--- config.mk ---
export PLATFORM = sky130hd
export DESIGN_NAME = shf_operand_unit
export DESIGN_NICKNAME = d
export VERILOG_FILES = /design/src/rtl/shf_pkg.sv /design/src/rtl/shf_operand_mux.sv /design/src/rtl/shf_core.sv /design/src/rtl/shf_operand_unit.sv
export SDC_FILE = /design/constraint.sdc
export NUM_CORES = 1
export LEC_CHECK = 0
export ABC_AREA = 1
export BUFFER_PORTS_ARGS = -buffer_cell sky130_fd_sc_hd__buf_4
export CAP_MARGIN = 10
export CORE_ASPECT_RATIO = 0.75
export CORE_MARGIN = 2
export CORE_UTILIZATION = 61
export CTS_CLUSTER_SIZE = 20
export DETAILED_ROUTE_END_ITERATION = 10
export PLACE_DENSITY = 0.85
export SYNTH_ARGS = -nofsm -noshare
export SYNTH_HDL_FRONTEND = slang
export SYNTH_SLANG_ARGS = --single-unit
--- constraint.sdc ---
create_clock -name clk -period 5.85 [get_ports clk]
set_input_delay 0.585 -clock clk [delete_from_list [all_inputs] [get_ports clk]]
set_output_delay 0.585 -clock clk [all_outputs]
set_load 0.02 [all_outputs]
--- src/rtl/shf_pkg.sv ---
package shf_pkg;

  typedef enum logic [1:0] {
    KIND_LSL = 2'd0,
    KIND_LSR = 2'd1,
    KIND_ASR = 2'd2,
    KIND_ROR = 2'd3
  } shf_kind_e;

  typedef enum logic [1:0] {
    MODE_IMM_CNT = 2'd0,
    MODE_REG_CNT = 2'd1,
    MODE_ROT_IMM = 2'd2,
    MODE_RRX     = 2'd3
  } shf_mode_e;

endpackage

--- src/rtl/shf_operand_mux.sv ---
module shf_operand_mux
  import shf_pkg::*;
#(
  parameter int DATA_W = 32,
  parameter int CNT_W  = 8,
  parameter int IMM_W  = 8,
  parameter int ROT_W  = 4,
  localparam int AMT_W = $clog2(DATA_W)
) (
  input  shf_mode_e           mode,
  input  shf_kind_e           kind,
  input  logic [DATA_W-1:0]   src,
  input  logic [DATA_W-1:0]   amt_reg,
  input  logic [AMT_W-1:0]    amt_imm,
  input  logic [IMM_W-1:0]    imm,
  input  logic [ROT_W-1:0]    rot,
  output logic [DATA_W-1:0]   sh_val,
  output shf_kind_e           sh_kind,
  output logic [CNT_W-1:0]    sh_cnt
);

  logic [DATA_W-1:0] imm_ext;
  logic [CNT_W-1:0]  rot_cnt;
  logic              unused_amt_hi;

  assign imm_ext       = DATA_W'(imm);
  assign rot_cnt       = CNT_W'({rot, 1'b0});
  assign unused_amt_hi = ^amt_reg[DATA_W-1:CNT_W];

  always_comb begin
    sh_val  = src;
    sh_kind = kind;
    sh_cnt  = CNT_W'(amt_imm);
    unique case (mode)
      MODE_IMM_CNT: sh_cnt = CNT_W'(amt_imm);
      MODE_REG_CNT: sh_cnt = amt_reg[CNT_W-1:0];
      MODE_ROT_IMM: begin
        sh_val  = imm_ext;
        sh_kind = KIND_ROR;
        sh_cnt  = rot_cnt;
      end
      MODE_RRX: begin
        sh_kind = KIND_ROR;
        sh_cnt  = CNT_W'(1);
      end
      default: sh_cnt = '0;
    endcase
  end

endmodule

--- src/rtl/shf_core.sv ---
module shf_core
  import shf_pkg::*;
#(
  parameter int DATA_W = 32,
  parameter int CNT_W  = 8,
  localparam int AMT_W = $clog2(DATA_W)
) (
  input  logic [DATA_W-1:0] val,
  input  shf_kind_e         kind,
  input  logic [CNT_W-1:0]  cnt,
  input  logic              cin,
  output logic [DATA_W-1:0] res,
  output logic              cout
);

  logic [DATA_W-1:0] val_rev;
  logic [DATA_W-1:0] work;
  logic [DATA_W-1:0] out_rev;
  logic [DATA_W-1:0] stg [AMT_W+1];
  logic [AMT_W-1:0]  mod_cnt;
  logic [AMT_W-1:0]  mod_dec;
  logic              cnt_zero;
  logic              cnt_big;
  logic              cnt_eq;
  logic              sign;
  logic              is_left;

  assign is_left  = (kind == KIND_LSL);
  assign sign     = val[DATA_W-1];
  assign mod_cnt  = cnt[AMT_W-1:0];
  assign mod_dec  = mod_cnt - AMT_W'(1);
  assign cnt_zero = (cnt == '0);
  assign cnt_big  = (cnt >= CNT_W'(DATA_W));
  assign cnt_eq   = (cnt == CNT_W'(DATA_W));

  // Left shifts run through the right-shift stages on a bit-reversed word.
  for (genvar i = 0; i < DATA_W; i++) begin : g_rev
    assign val_rev[i] = val[DATA_W-1-i];
    assign out_rev[i] = stg[AMT_W][DATA_W-1-i];
  end

  assign work   = is_left ? val_rev : val;
  assign stg[0] = work;

  for (genvar s = 0; s < AMT_W; s++) begin : g_stage
    localparam int SH = 1 << s;
    logic [SH-1:0] fill;
    always_comb begin
      unique case (kind)
        KIND_ROR: fill = stg[s][SH-1:0];
        KIND_ASR: fill = {SH{sign}};
        default:  fill = '0;
      endcase
    end
    assign stg[s+1] = mod_cnt[s] ? {fill, stg[s][DATA_W-1:SH]} : stg[s];
  end

  always_comb begin
    if (cnt_zero) begin
      res  = val;
      cout = cin;
    end else if (kind == KIND_ROR) begin
      res  = stg[AMT_W];
      cout = (mod_cnt == '0) ? val[DATA_W-1] : val[mod_dec];
    end else if (cnt_big) begin
      if (kind == KIND_ASR) begin
        res  = {DATA_W{sign}};
        cout = sign;
      end else begin
        res  = '0;
        cout = cnt_eq ? work[DATA_W-1] : 1'b0;
      end
    end else begin
      res  = is_left ? out_rev : stg[AMT_W];
      cout = work[mod_dec];
    end
  end

endmodule

--- src/rtl/shf_operand_unit.sv ---
module shf_operand_unit
  import shf_pkg::*;
#(
  parameter int DATA_W = 32,
  parameter int CNT_W  = 8,
  parameter int IMM_W  = 8,
  parameter int ROT_W  = 4,
  localparam int AMT_W = $clog2(DATA_W)
) (
  input  logic              clk,
  input  logic              rst,
  input  logic [1:0]        mode_i,
  input  logic [1:0]        kind_i,
  input  logic [DATA_W-1:0] src_i,
  input  logic [DATA_W-1:0] amt_reg_i,
  input  logic [AMT_W-1:0]  amt_imm_i,
  input  logic [IMM_W-1:0]  imm_i,
  input  logic [ROT_W-1:0]  rot_i,
  input  logic              carry_i,
  output logic [DATA_W-1:0] opnd_o,
  output logic              carry_o
);

  shf_mode_e         mode;
  shf_kind_e         kind;
  logic [DATA_W-1:0] sh_val;
  shf_kind_e         sh_kind;
  logic [CNT_W-1:0]  sh_cnt;
  logic [DATA_W-1:0] core_res;
  logic              core_cout;
  logic [DATA_W-1:0] nxt_opnd;
  logic              nxt_carry;

  assign mode = shf_mode_e'(mode_i);
  assign kind = shf_kind_e'(kind_i);

  shf_operand_mux #(
    .DATA_W(DATA_W), .CNT_W(CNT_W), .IMM_W(IMM_W), .ROT_W(ROT_W)
  ) u_mux (
    .mode    (mode),
    .kind    (kind),
    .src     (src_i),
    .amt_reg (amt_reg_i),
    .amt_imm (amt_imm_i),
    .imm     (imm_i),
    .rot     (rot_i),
    .sh_val  (sh_val),
    .sh_kind (sh_kind),
    .sh_cnt  (sh_cnt)
  );

  shf_core #(.DATA_W(DATA_W), .CNT_W(CNT_W)) u_core (
    .val  (sh_val),
    .kind (sh_kind),
    .cnt  (sh_cnt),
    .cin  (carry_i),
    .res  (core_res),
    .cout (core_cout)
  );

  // Rotate-through-carry: the core's one-bit rotate supplies bit 0 as carry,
  // and the top bit is replaced by the incoming flag.
  always_comb begin
    nxt_opnd  = core_res;
    nxt_carry = core_cout;
    if (mode == MODE_RRX) nxt_opnd[DATA_W-1] = carry_i;
  end

  always_ff @(posedge clk) begin
    if (rst) begin
      opnd_o  <= '0;
      carry_o <= 1'b0;
    end else begin
      opnd_o  <= nxt_opnd;
      carry_o <= nxt_carry;
    end
  end


  zero_cnt_pass_chk: assert property (@(posedge clk) disable iff (rst)
    (mode_i == 2'd0 && amt_imm_i == '0) |=>
      (opnd_o == $past(src_i) && carry_o == $past(carry_i)));


  ror_wrap_chk: assert property (@(posedge clk) disable iff (rst)
    (mode_i == 2'd1 && kind_i == 2'd3 && amt_reg_i[CNT_W-1:0] != '0 &&
     amt_reg_i[AMT_W-1:0] == '0) |=>
      (opnd_o == $past(src_i) && carry_o == $past(src_i[DATA_W-1])));


  lsr_over_chk: assert property (@(posedge clk) disable iff (rst)
    (mode_i == 2'd1 && kind_i == 2'd1 && amt_reg_i[CNT_W-1:0] > CNT_W'(DATA_W)) |=>
      (opnd_o == '0 && !carry_o));


  asr_fill_chk: assert property (@(posedge clk) disable iff (rst)
    (mode_i == 2'd1 && kind_i == 2'd2 && amt_reg_i[CNT_W-1:0] >= CNT_W'(DATA_W)) |=>
      (opnd_o == {DATA_W{$past(src_i[DATA_W-1])}} && carry_o == $past(src_i[DATA_W-1])));


  rrx_chk: assert property (@(posedge clk) disable iff (rst)
    (mode_i == 2'd3) |=>
      (opnd_o == {$past(carry_i), $past(src_i[DATA_W-1:1])} && carry_o == $past(src_i[0])));


  rot_imm_carry_chk: assert property (@(posedge clk) disable iff (rst)
    (mode_i == 2'd2 && rot_i != '0) |=> (carry_o == opnd_o[DATA_W-1]));


  rot_imm_zero_chk: assert property (@(posedge clk) disable iff (rst)
    (mode_i == 2'd2 && rot_i == '0) |=>
      (opnd_o == DATA_W'($past(imm_i)) && carry_o == $past(carry_i)));

endmodule

==> impl_results.md, run 1 <==
* Outcome: finished, final reports clean
* Total congestion overflow at 0
* WP data required at around 6.1 ns
* Setup CP Type: input port to flop
* Vias per std cell at 6.462
* Final min period at 3.740 ns
* Final setup viols at 0
* Syn_nets at 1187
* Clk sink count at 33
* Reg clk slew, reported paths at 0.05 ns
* IO Count at 121
* Most common cell after layout, fill and taps aside: nand2_1
* CTS tree: built
* Worst hold path type: input port to flop
* All-Layer GR Usage at 46.43%
* Pre-Repair DR Iteration Count at 8
* Core area at 8934 um2
* Rel. slew slack at 22.50%
* Post-CTS Setup Bufs at 0
* Synthesized area at around 5500 um2
* Setup repair after global routing missed its margin: false
* Initial Utilization at 61.90%
* F_max at 0.2674 GHz
* Layout cell share with drive strength beyond 1 at between 10 and 15%
* Power Dens Cells at approximately 230 nW/um2
* DIE AREA at 9852 um2
* Wirelength per Cell at 18.76 um
* Max-cap violations at 0
* Root buf cell: clkbuf_16
* CP Data Arrival Time at about 4 ns
* Vias in the first global route at 6790
* Initial antenna violation count at 0
* First-pass GRT wire length at 35610 um
* Initial DRC count at 1632
* Dpl hpwl at 17450 um
* DRC errors left at 0
* Die height at a little under 90 um
* Diode count at 0
* Num CTS Buffers at 5
* Commonest cells after routing, fill and taps aside: nand2_1 (445), nand3_1 (377), buf_4 (109)
* Synth-to-Final Area Change at 12.71%
* Routed Antenna Nets at 0
* Ys Warns at 0
* Vias at 8065
* Cells after synthesis at 1097
* CP max FO at 46
* H-Tree Depth at 2
* Hold_buf cts at 0
* Worst-case clock buffer depth at 2
* Post-synthesis sequential area ratio at 11.95%
* Cell variety after synth at 35
* Nets@finish at 1225
* Die width at 113.9 um
* Setup TNS at 0 ns
* Hold WS at 0.4722 ns
* Rows at 30
* # resized after CTS at 0
* CP Capture Type: flop
* #FFs+latches synth at 33
* I/O Buffers at 96
* Final GP Congestion at 1.125
* VDD IR-drop max at 137.7 uV
* Largest net degree at the start of global routing at just under 60
* Leakage at 3.429 nW
* Final Hold Viols at 0
* Critical Path Source Type: input port
* WL final at 23420 um
* Tcrit/Tclk final at 63.94%
* Final Max Tran Viols at 0
* Slew @ Worst Pin at 1.162 ns
* Synthesized area per cell at 5.041 um2
## cell usage after synthesis (all sizes together)
cell type,n,area share [%]
a211oi,1,0.14
xor2,3,0.95
clkinv,2,0.23
a21boi,1,0.14
and3,2,0.23
nor3,1,0.090
clkbuf,17,1.2
nor4,1,0.11
nand3b,2,0.27
o21ai,38,3.6
buf,62,6.5
nand2,448,31
ha,2,0.45
nand3,381,35
o211ai,3,0.41
nor2,14,1.1
dfxtp,33,12
inv,35,2.4
a21oi,51,4.8
## worst max-delay path: stages
cell	delay, ns
buf_4	0.23
inv_4	0.09
nor2_1	0.33
nand2_1	0.08
and3_1	0.15
buf_4	0.25
inv_2	0.50
nor2_1	0.13
nand3_1	0.17
nor2_1	0.06
buf_4	0.21
inv_2	0.55
nand3_1	0.36
a21oi_1	0.20
## cell type report
type                            instances  area, um2
Inverter                               37      146.4
Tap cell                              112      140.1
Clock inverter                          3      17.52
Timing Repair Buffer                  110      833.3
Fill cell                             884       2700
Clock buffer                            5      125.1
Multi-Input combinational cell        948       4310
Sequential cell                        33      660.6
## routing by layer
metal	part of all wire [%]	track usage, %
met5	0.25	4.615
met4	3.5	13.86
met3	18	18.81
met2	39	65.21
met1	39	64.40
## path summary, 6_finish.rpt
| kind | start | cells after the start | endpoint |
|---|---|---|---|
| max | mode_i[1] | 14 | opnd_o[26] |
| min | rst | 2 | opnd_o[26] |
## flip-flops by register name (all words and copies together), names as in the netlist
register and cells:
opnd_o 32, carry_o 1
## kinds of logic (layout without fill, tap and decap cells)
group	count (synthesis)	count (layout)	synth area share, %
AO/OA/AOI/OAI	94	94	9.073
XOR/XNOR	3	3	0.9504
adder cells (fa/ha/maj)	2	2	0.4524
buffers and inverters	116	155	10.32
flip-flops	33	33	11.95
AND/OR/NAND/NOR	849	849	67.26
## power breakdown
part | internal (mW) | switching, mW
Clock | 0.156 | 0.0965
Sequential | 0.259 | 0.0107
Combinational | 0.280 | 0.606
Total | 0.695 | 0.713
## stage by stage
| stage | total power [mW] | setup slack, ns | utilization, % | instances | instance area (um2) |
|---|---|---|---|---|---|
| finish | 1.408 | 2.110 | 69.78 | 1248 | 6233 |
| global route | 1.488 | 1.981 | 69.78 | 1248 | 6233 |
| CTS | 1.360 | 2.363 | 69.61 | 1247 | 6218 |
| detailed placement | 1.110 | 2.097 | 68.01 | 1239 | 6076 |
| global placement | 1.099 | 2.126 | 68.01 | 1239 | 6076 |
| floorplan | 0.8589 | 2.872 | - | 1097 | 5530 |
(Power assumes the default switching activity.)
==> run 2: changes to the inputs <==
Settings changed: CORE_UTILIZATION 61 to 57, PLACE_DENSITY 0.85 to 0.8.
Clock period 5.85 ns to 3.73 ns, I/O delays scaled along.
==> impl_results.md, run 2 (synthesis gave the netlist of run 1 again) <==
* Outcome: finished, final reports clean (unchanged)
* Die width at 117.7 um (was 113.9 um)
* Rows at 31 (was 30)
* Buffer and inverter count on the worst path at 4 (was 6)
* Setup TNS at 0 ns (unchanged)
* CTS tree: built (unchanged)
* Max-cap violations at 0 (unchanged)
* WL final at 23810 um (was 23420 um)
* Diode count at 0 (unchanged)
* Post-CTS Setup Bufs at 0 (unchanged)
* Most flops, register: opnd_o (unchanged)
* Initial DRC count at 1595 (was 1632)
* Most common cell after layout, fill and taps aside: nand2_1 (unchanged)
* Pre-Repair DR Iteration Count at 9 (was 8)
* Synth-to-Final Area Change at 14.07% (was 12.71%)
* CP Data Arrival Time at 3.13 ns (was 3.95 ns)
* Total congestion overflow at 0 (unchanged)
* Final GP Congestion at 1.091 (was 1.125)
* Layout cell share with drive strength beyond 1 at 13.13% (was 12.68%)
* Vias per std cell at 6.232 (was 6.462)
* Crit path largest cell delay at 0.54 ns (was 0.55 ns)
* Nets@finish at 1231 (was 1225)
* Critical Path Stages at 12 (was 14)
* Crit-path leading delay family: simple AND/OR/NAND/NOR gates (was buffers and inverters)
* Worst-case clock buffer depth at 2 (unchanged)
* Worst Slack Setup Final at 0.8060 ns (was 2.110 ns)
* Clk sink count at 33 (unchanged)
* Worst hold path type: input port to flop (unchanged)
* Wirelength per Cell at 18.69 um (was 18.76 um)
* Power Dens Cells at 352.0 nW/um2 (was 225.9 nW/um2)
* Worst path most repeated cell: nor2_1
* Critical Path Source Type: input port (unchanged)
* Die height at 89.31 um (was 86.46 um)
* CP max FO at 46 (unchanged)
* Root buf cell: clkbuf_16 (unchanged)
* CP max stage cell: inv_2 (unchanged)
* Final Max Tran Viols at 0 (unchanged)
* Max reg flops at 32 (unchanged)
* Largest net degree at the start of global routing at 67 (was 59)
* Final Hold Viols at 0 (unchanged)
* Setup repair after global routing missed its margin: false (unchanged)
* Dpl hpwl at 18080 um (was 17450 um)
* Initial antenna violation count at 0 (unchanged)
* F_max at around 0.34 GHz
* I/O Buffers at 96 (unchanged)
* Num CTS Buffers at 5 (unchanged)
* Setup CP Type: input port to flop (unchanged)
* VDD IR-drop max at 329.8 uV (was 137.7 uV)
* Core area at 9542 um2 (was 8934 um2)
* First-pass GRT wire length at 36070 um (was 35610 um)
* Worst-path cell chain: buf_4, inv_4, nor2_1, nand2_1, and3_1, clkinv_4, nor2_1, nand3_1, nor2_1, inv_2, nand3_1, a21oi_1 (was buf_4, inv_4, nor2_1, nand2_1, and3_1, buf_4, inv_2, nor2_1, nand3_1, nor2_1, buf_4, inv_2, nand3_1, a21oi_1)
* Vias in the first global route at 6594 (was 6790)
* # resized after CTS at 0 (unchanged)
* Slew @ Worst Pin at 0.9765 ns (was 1.162 ns)
* Tcrit/Tclk final at 78.39%
* IO Count at 121 (unchanged)
* Final setup viols at 0 (unchanged)
* WP data required at 3.94 ns (was 6.06 ns)
* Hold Crit Start: rst (unchanged)
* Vias at 7940 (was 8065)
* Hold-critical path depth at 2 (unchanged)
* DRC errors left at 0 (unchanged)
* DIE AREA at 10510 um2 (was 9852 um2)
* Leakage at 3.458 nW (was 3.429 nW)
* Routed Antenna Nets at 0 (unchanged)
* Pre-CTS WS at 0.6971 ns (was 2.097 ns)
* Worst hold endpoint: opnd_o[26] (unchanged)
* All-Layer GR Usage at 44.21% (was 46.43%)
* Hold_buf cts at 0 (unchanged)
* H-Tree Depth at 2 (unchanged)
* Biggest regs: opnd_o: 32 flops, carry_o: 1 flops (unchanged)
* Initial Utilization at 57.96% (was 61.90%)
* Rel. slew slack at 34.83% (was 22.50%)
* CP Capture Type: flop (unchanged)
* Core Util, Final at 66.12% (was 69.78%)
* Final min period at just under 3 ns
* Reg clk slew, reported paths at 0.05 ns (about the same)
* Commonest cells after routing, fill and taps aside: nand2_1 (445), nand3_1 (377), buf_4 (115) (was nand2_1 (445), nand3_1 (377), buf_4 (109))
-- run 2: cell count changes in the layout (fill, tap and decap cells not counted), sizes merged --
cell	previous run	this run
buf	110	116
-- run 2: area by class of cell --
type	count	area, um2
tap	132	165.2
sequential	33	660.6
timing repair buffer	116	883.3
multi-input combinational	948	4310
clock buffer	5	125.1
fill	1004	3233
inverter	37	146.4
clock inverter	3	17.52
-- run 2: worst max-delay path by stage --
stage	start	endpoint	slack [ns]
finish	mode_i[1]	opnd_o[26]	0.81
detailed placement	mode_i[0]	opnd_o[22]	0.70
global placement	mode_i[1]	opnd_o[26]	0.76
CTS	mode_i[0]	opnd_o[22]	0.97
floorplan	mode_i[1]	carry_o	0.96
global route	mode_i[0]	opnd_o[22]	0.58
-- run 2: where the power goes --
group | switching [mW] | internal (mW) | leakage [nW] | total [mW]
Clock | 0.143 | 0.244 | 0.0696 | 0.387
Sequential | 0.0146 | 0.407 | 0.274 | 0.421
Combinational | 0.966 | 0.446 | 3.11 | 1.41
-- run 2: metal layers --
layer  part of all wire, %  track usage, %  routed length (um)  up-vias
met1                    40           60.77                9559     3432
met4                   3.9           15.33                 933        0
met2                    38           62.90                8957      666
met3                    18           16.77                4356       81
met5                     0           2.679                   0        -
li1                      -               -                   -     3761
-- run 2: through the flow --
| step | instance area [um2] | power (mW) | hold slack, ns | cells |
|---|---|---|---|---|
| CTS | 6309 | 2.149 | 0.2583 | 1274 |
| global route | 6309 | 2.350 | 0.2751 | 1274 |
| floorplan | 5530 | 1.347 | 0.4421 | 1097 |
| detailed placement | 6166 | 1.760 | 0.5440 | 1266 |
| global placement | 6166 | 1.745 | 0.5369 | 1266 |
| finish | 6309 | 2.221 | 0.2611 | 1274 |
==> run 3: changes to the inputs <==
Settings changed: ABC_AREA 1 to 0, CORE_UTILIZATION 57 to 52, PLACE_DENSITY 0.8 to 0.76.
Clock period 3.73 ns to 2.5 ns, I/O delays scaled along.
==> impl_results.md, run 3 <==
* Rows at 34 (was 31)
* Area contributors post-synth: dfxtp_1 (11%), mux2i_1 (9.1%), mux4_2 (7.4%), nand2_1 (4.3%), mux2_2 (4.3%) (was nand3_1 (34%), nand2_1 (30%), dfxtp_1 (12%), a21oi_1 (4.3%), buf_2 (4.1%))
* Die height at 97.41 um (was 89.31 um)
* Ys Warns at 0 (unchanged)
* H-Tree Depth at 2 (unchanged)
* Worst-case clock buffer depth at 2 (unchanged)
* Root buf cell: clkbuf_16 (unchanged)
* Syn_nets at 885 (was 1187)
* Kind of the worst endpoint: register data pin
* Halt Stage: global routing
* Synth cell count leaders: nand2_1 (70), nor2_1 (61), mux2i_1 (55) (was nand2_1 (445), nand3_1 (377), a21oi_1 (48))
* I/O Buffers at 96 (unchanged)
* Initial Utilization at 52.67% (was 57.96%)
* Synthesized area at 6050 um2 (was 5530 um2)
* Placed cells at 1221 (was 1266)
* Final GP Congestion at 1.169 (was 1.091)
* First error: [ERROR GRT-0232] Routing congestion too high. Check the congestion heatmap in the GUI.
* Hold_buf cts at 0 (unchanged)
* Num CTS Buffers at 5 (unchanged)
* Clk sink count at 33 (unchanged)
* #FFs+latches synth at 33 (unchanged)
* Synth top area share at 10.92% (was 34.12%)
* Synthesized area per cell at 7.609 um2 (was 5.041 um2)
* Largest net degree at the start of global routing at 29
* Post-synthesis sequential area ratio at 10.92% (was 11.95%)
* Worst_ep grt: carry_o$_SDFF_PP0_/D
* Dpl hpwl at 25920 um (was 18080 um)
* Number of synthesized flops with an enable pin at 0 (unchanged)
* IO Count at 121 (unchanged)
* Cells after synthesis at 795 (was 1097)
* Outcome: did not finish (was finished, final reports clean)
* Cell with the most instances after synthesis: nand2_1 (unchanged)
* Die width at 128.5 um (was 117.7 um)
* All-Layer GR Usage at 107.8%
* Post-synth top area cell: dfxtp_1 (was nand3_1)
* Total congestion overflow at 1303
* Commonest register cell after synthesis: dfxtp_1 (unchanged)
* Ys async rst share at 0% (unchanged)
* Cell variety after synth at 88 (was 35)
[run 3: repair_timing]
item                                    CTS
setup buffers                            58
endpoints found under the setup margin   33
pin swaps                                61
gates cloned                              1
resized for setup                       170
[run 3: per-layer routing]
metal | GRT overflow | global-route usage [%]
met4 | 298 | 117.6
met3 | 38 | 88.60
met1 | 55 | 95.82
met5 | 9 | 73.11
met2 | 903 | 134.8
[run 3: per-stage QoR]
step,cell area [um2],util (%),setup WS [ns]
detailed placement,8747,76.15,-0.8723
global placement,8747,76.15,-0.8236
floorplan,6231,-,-0.4784
CTS,10180,88.61,-0.2545
[run 3: logic make-up after synthesis]
group / synth area share [%]
fa+ha+maj: 0.4136
simple gates: 25.83
xor+xnor: 0.5791
compound gates: 33.34
flops: 10.92
buf+inv: 7.239
mux: 21.68
==> run 4: changes to the inputs <==
Settings changed: CORE_ASPECT_RATIO 0.75 to default, CORE_UTILIZATION 52 to 40, CTS_CLUSTER_SIZE 20 to default, PLACE_DENSITY 0.76 to default, PLACE_DENSITY_LB_ADDON from default to 0.15.
Clock period 2.5 ns to 3.2 ns, I/O delays scaled along.
==> impl_results.md, run 4 <==
* Outcome: finished, final reports clean (was did not finish)
* Flop pwr share at 15.8%
* Core Util, Final at 55.86%
* #FFs+latches synth at 33 (unchanged)
* Initial antenna violation count at 0
* Rel. slew slack at about two fifths
* Area contributors post-synth: dfxtp_1 (11%), mux2i_1 (9.1%), mux4_2 (7.4%), nand2_1 (4.3%), mux2_2 (4.3%) (unchanged)
* Synth-to-Final Area Change at 35.22%
* Tcrit/Tclk final at 98.69%
* Combinational share of power at 66.2%
* Fill cells at 1386
* F_max at 0.3167 GHz
* All-Layer GR Usage at between 30% and 40%
* WP data required at 3.40 ns
* Worst Slack Setup Final at 0.04194 ns
* Multi-input logic area at 5017 um2
* Dpl hpwl at 24710 um (was 25920 um)
* Biggest regs: opnd_o: 32 flops, carry_o: 1 flops
* Root buf cell: clkbuf_16 (unchanged)
* Num CTS Buffers at 5 (unchanged)
* Cell variety after synth at 88 (unchanged)
* Clock share of power at 18.0%
* Post-synth top area cell: dfxtp_1 (unchanged)
* Cell with the most instances after synthesis: nand2_1 (unchanged)
* Wirelength per Cell at between 20 and 30 um
* Max-cap violations at 0
* Placed inst area at 7984 um2 (was 8747 um2)
* Net load switching power at 1.353 mW
* Critical Path Source Type: input port
* Power Dens Cells at 381.4 nW/um2
* Core area at 14640 um2
* Pre-CTS WS at -0.1901 ns (was -0.8723 ns)
* Reg clk slew, reported paths at roughly 0.06 ns
* Die height at 127.0 um (was 97.41 um)
* Nets@finish at 1074
* Post-synthesis sequential area ratio at 10.92% (unchanged)
* DIE AREA at 16120 um2
* Hold WS at 0.2748 ns
* Final Hold Viols at 0
* Vias at a little under 8000
* Switching part of the total power at between 40% and 50%
* Most common cell after layout, fill and taps aside: buf_4
* Final GP Congestion at 1.024 (was 1.169)
* Synthesized area per cell at 7.609 um2 (unchanged)
* First-pass GRT wire length at 44710 um
* WL final at 30370 um
* Tot Pwr at 3.120 mW
* IO Count at 121 (unchanged)
* I/O Buffers at 96 (unchanged)
* DRC errors left at 0
* Setup CP Type: input port to flop
* Max reg flops at 32
* Worst setup startpoint: mode_i[1]
* Internal at 1.767 mW
* Initial DRC count at about 1100
* Ys Warns at 0 (unchanged)
* Clk sink count at 33 (unchanged)
* Rows at 44 (was 34)
* Most flops, register: opnd_o
* Total congestion overflow at 0
* Worst-case clock buffer depth at 2 (unchanged)
* Routed Antenna Nets at 0
* FF+latch area at 660.6 um2
* Synthesized area at 6050 um2 (unchanged)
* Vias in the first global route at 7303
* CP Capture Type: flop
* Die width at 127.0 um (was 128.5 um)
* Leakage at 3.489 nW
* Synth top area share at 10.92% (unchanged)
* Final min period at between 3 and 4 ns
* Commonest cells after routing, fill and taps aside: buf_4 (250), nand2_1 (70), nor2_1 (61)
* Synth cell count leaders: nand2_1 (70), nor2_1 (61), mux2i_1 (55) (unchanged)
* H-Tree Depth at 2 (unchanged)
* CP Data Arrival Time at 3.35 ns
* Syn_nets at 885 (unchanged)
* Final setup viols at 0
* Initial Utilization at 41.31% (was 52.67%)
* Setup crit end: opnd_o[21]
* Number of synthesized flops with an enable pin at 0 (unchanged)
* Largest net degree at the start of global routing at 31
* Cells after synthesis at 795 (unchanged)
* CP max FO at 6
* Commonest register cell after synthesis: dfxtp_1 (unchanged)
* Layout cell share with drive strength beyond 1 at a little over a third
* Design Area, Final at around 8000 um2
* Ys async rst share at 0% (unchanged)
* CTS tree: built
* Worst hold path type: input port to flop
* Pre-Repair DR Iteration Count at 5
* Final Max Tran Viols at 0
* Slew @ Worst Pin at a little under 0.9 ns
* Post-CTS Setup Bufs at 0 (was 58)
* Diode count at 0
* Vias per std cell at roughly 6.7
* Setup repair after global routing missed its margin: false
* VDD IR-drop max at 267.9 uV
-- run 4: cell counts after synthesis --
Identical to the previous run, type by type.
-- run 4: per-stage QoR --
stage	cells	setup TNS, ns
2_1_floorplan	795	0
3_3_place_gp	1161	-0.7075
3_5_place_dp	1161	-0.9918
4_1_cts	1169	0
5_1_grt	1169	0
6_report	1169	0
-- run 4: kinds of logic (layout without fill, tap and decap cells) --
logic type                 count (synthesis)  in the layout  synth area share (%)
AOI/OAI and AO/OA                        281            281                 33.34
DFF                                       33             33                 10.92
and+or+nand+nor                          291            291                 25.83
adders and majority gates                  2              2                0.4136
xor gates and xnor gates                   4              4                0.5791
muxes                                    102            102                 21.68
buffers and inverters                     82            272                 7.239
-- run 4: power groups by stage --
| stage | Clock (mW) | Sequential, mW | Combinational, mW |
|---|---|---|---|
| floorplan | 0 | 0.582 | 1.03 |
| global placement | 0 | 0.500 | 1.97 |
| detailed placement | 0 | 0.502 | 1.99 |
| CTS | 0.563 | 0.494 | 1.99 |
| global route | 0.585 | 0.498 | 2.16 |
| finish | 0.561 | 0.494 | 2.06 |
-- run 4: metal layers --
metal  track usage (%)  vias to the layer above  routed length [um]
met3             8.794                       82                3386
met1             51.00                     3741               12510
met4             15.06                        0                1632
li1                  -                     3486                   -
met5                 0                        -                   0
met2             53.76                      576               12840
-- run 4: worst min path at each step --
stage | startpoint | to | slack, ns | cells after the start
global placement | rst | carry_o | 0.56 | 2
global route | rst | carry_o | 0.27 | 2
floorplan | rst | carry_o | 0.40 | 1
finish | rst | carry_o | 0.27 | 2
CTS | rst | carry_o | 0.27 | 2
detailed placement | rst | carry_o | 0.56 | 2
-- run 4: cell type report --
class                           count  area share [%]
Multi-Input combinational cell    680           61.33
Timing Repair Buffer              261           25.53
Sequential cell                    33           8.076
Tap cell                          184           2.814
Clock buffer                        7           1.744
Clock inverter                      1          0.3671
Inverter                            3          0.1377
-- run 4: worst max-delay path: stages --
cell and delay (ns):
buf_4 0.14, buf_4 0.13, or4b_2 0.66, o211ai_1 0.26, mux4_2 0.35, nor2_1 0.04, a311o_1 0.33, o21ai_0 0.52
buf_4 0.21, mux2i_1 0.14, a31oi_1 0.23
-- run 4: timing repair --
item	in CTS	in global routing
resized for setup	0	5
endpoints found under the setup margin	0	5
hold buffers	0	0
endpoints found under the hold margin	0	0
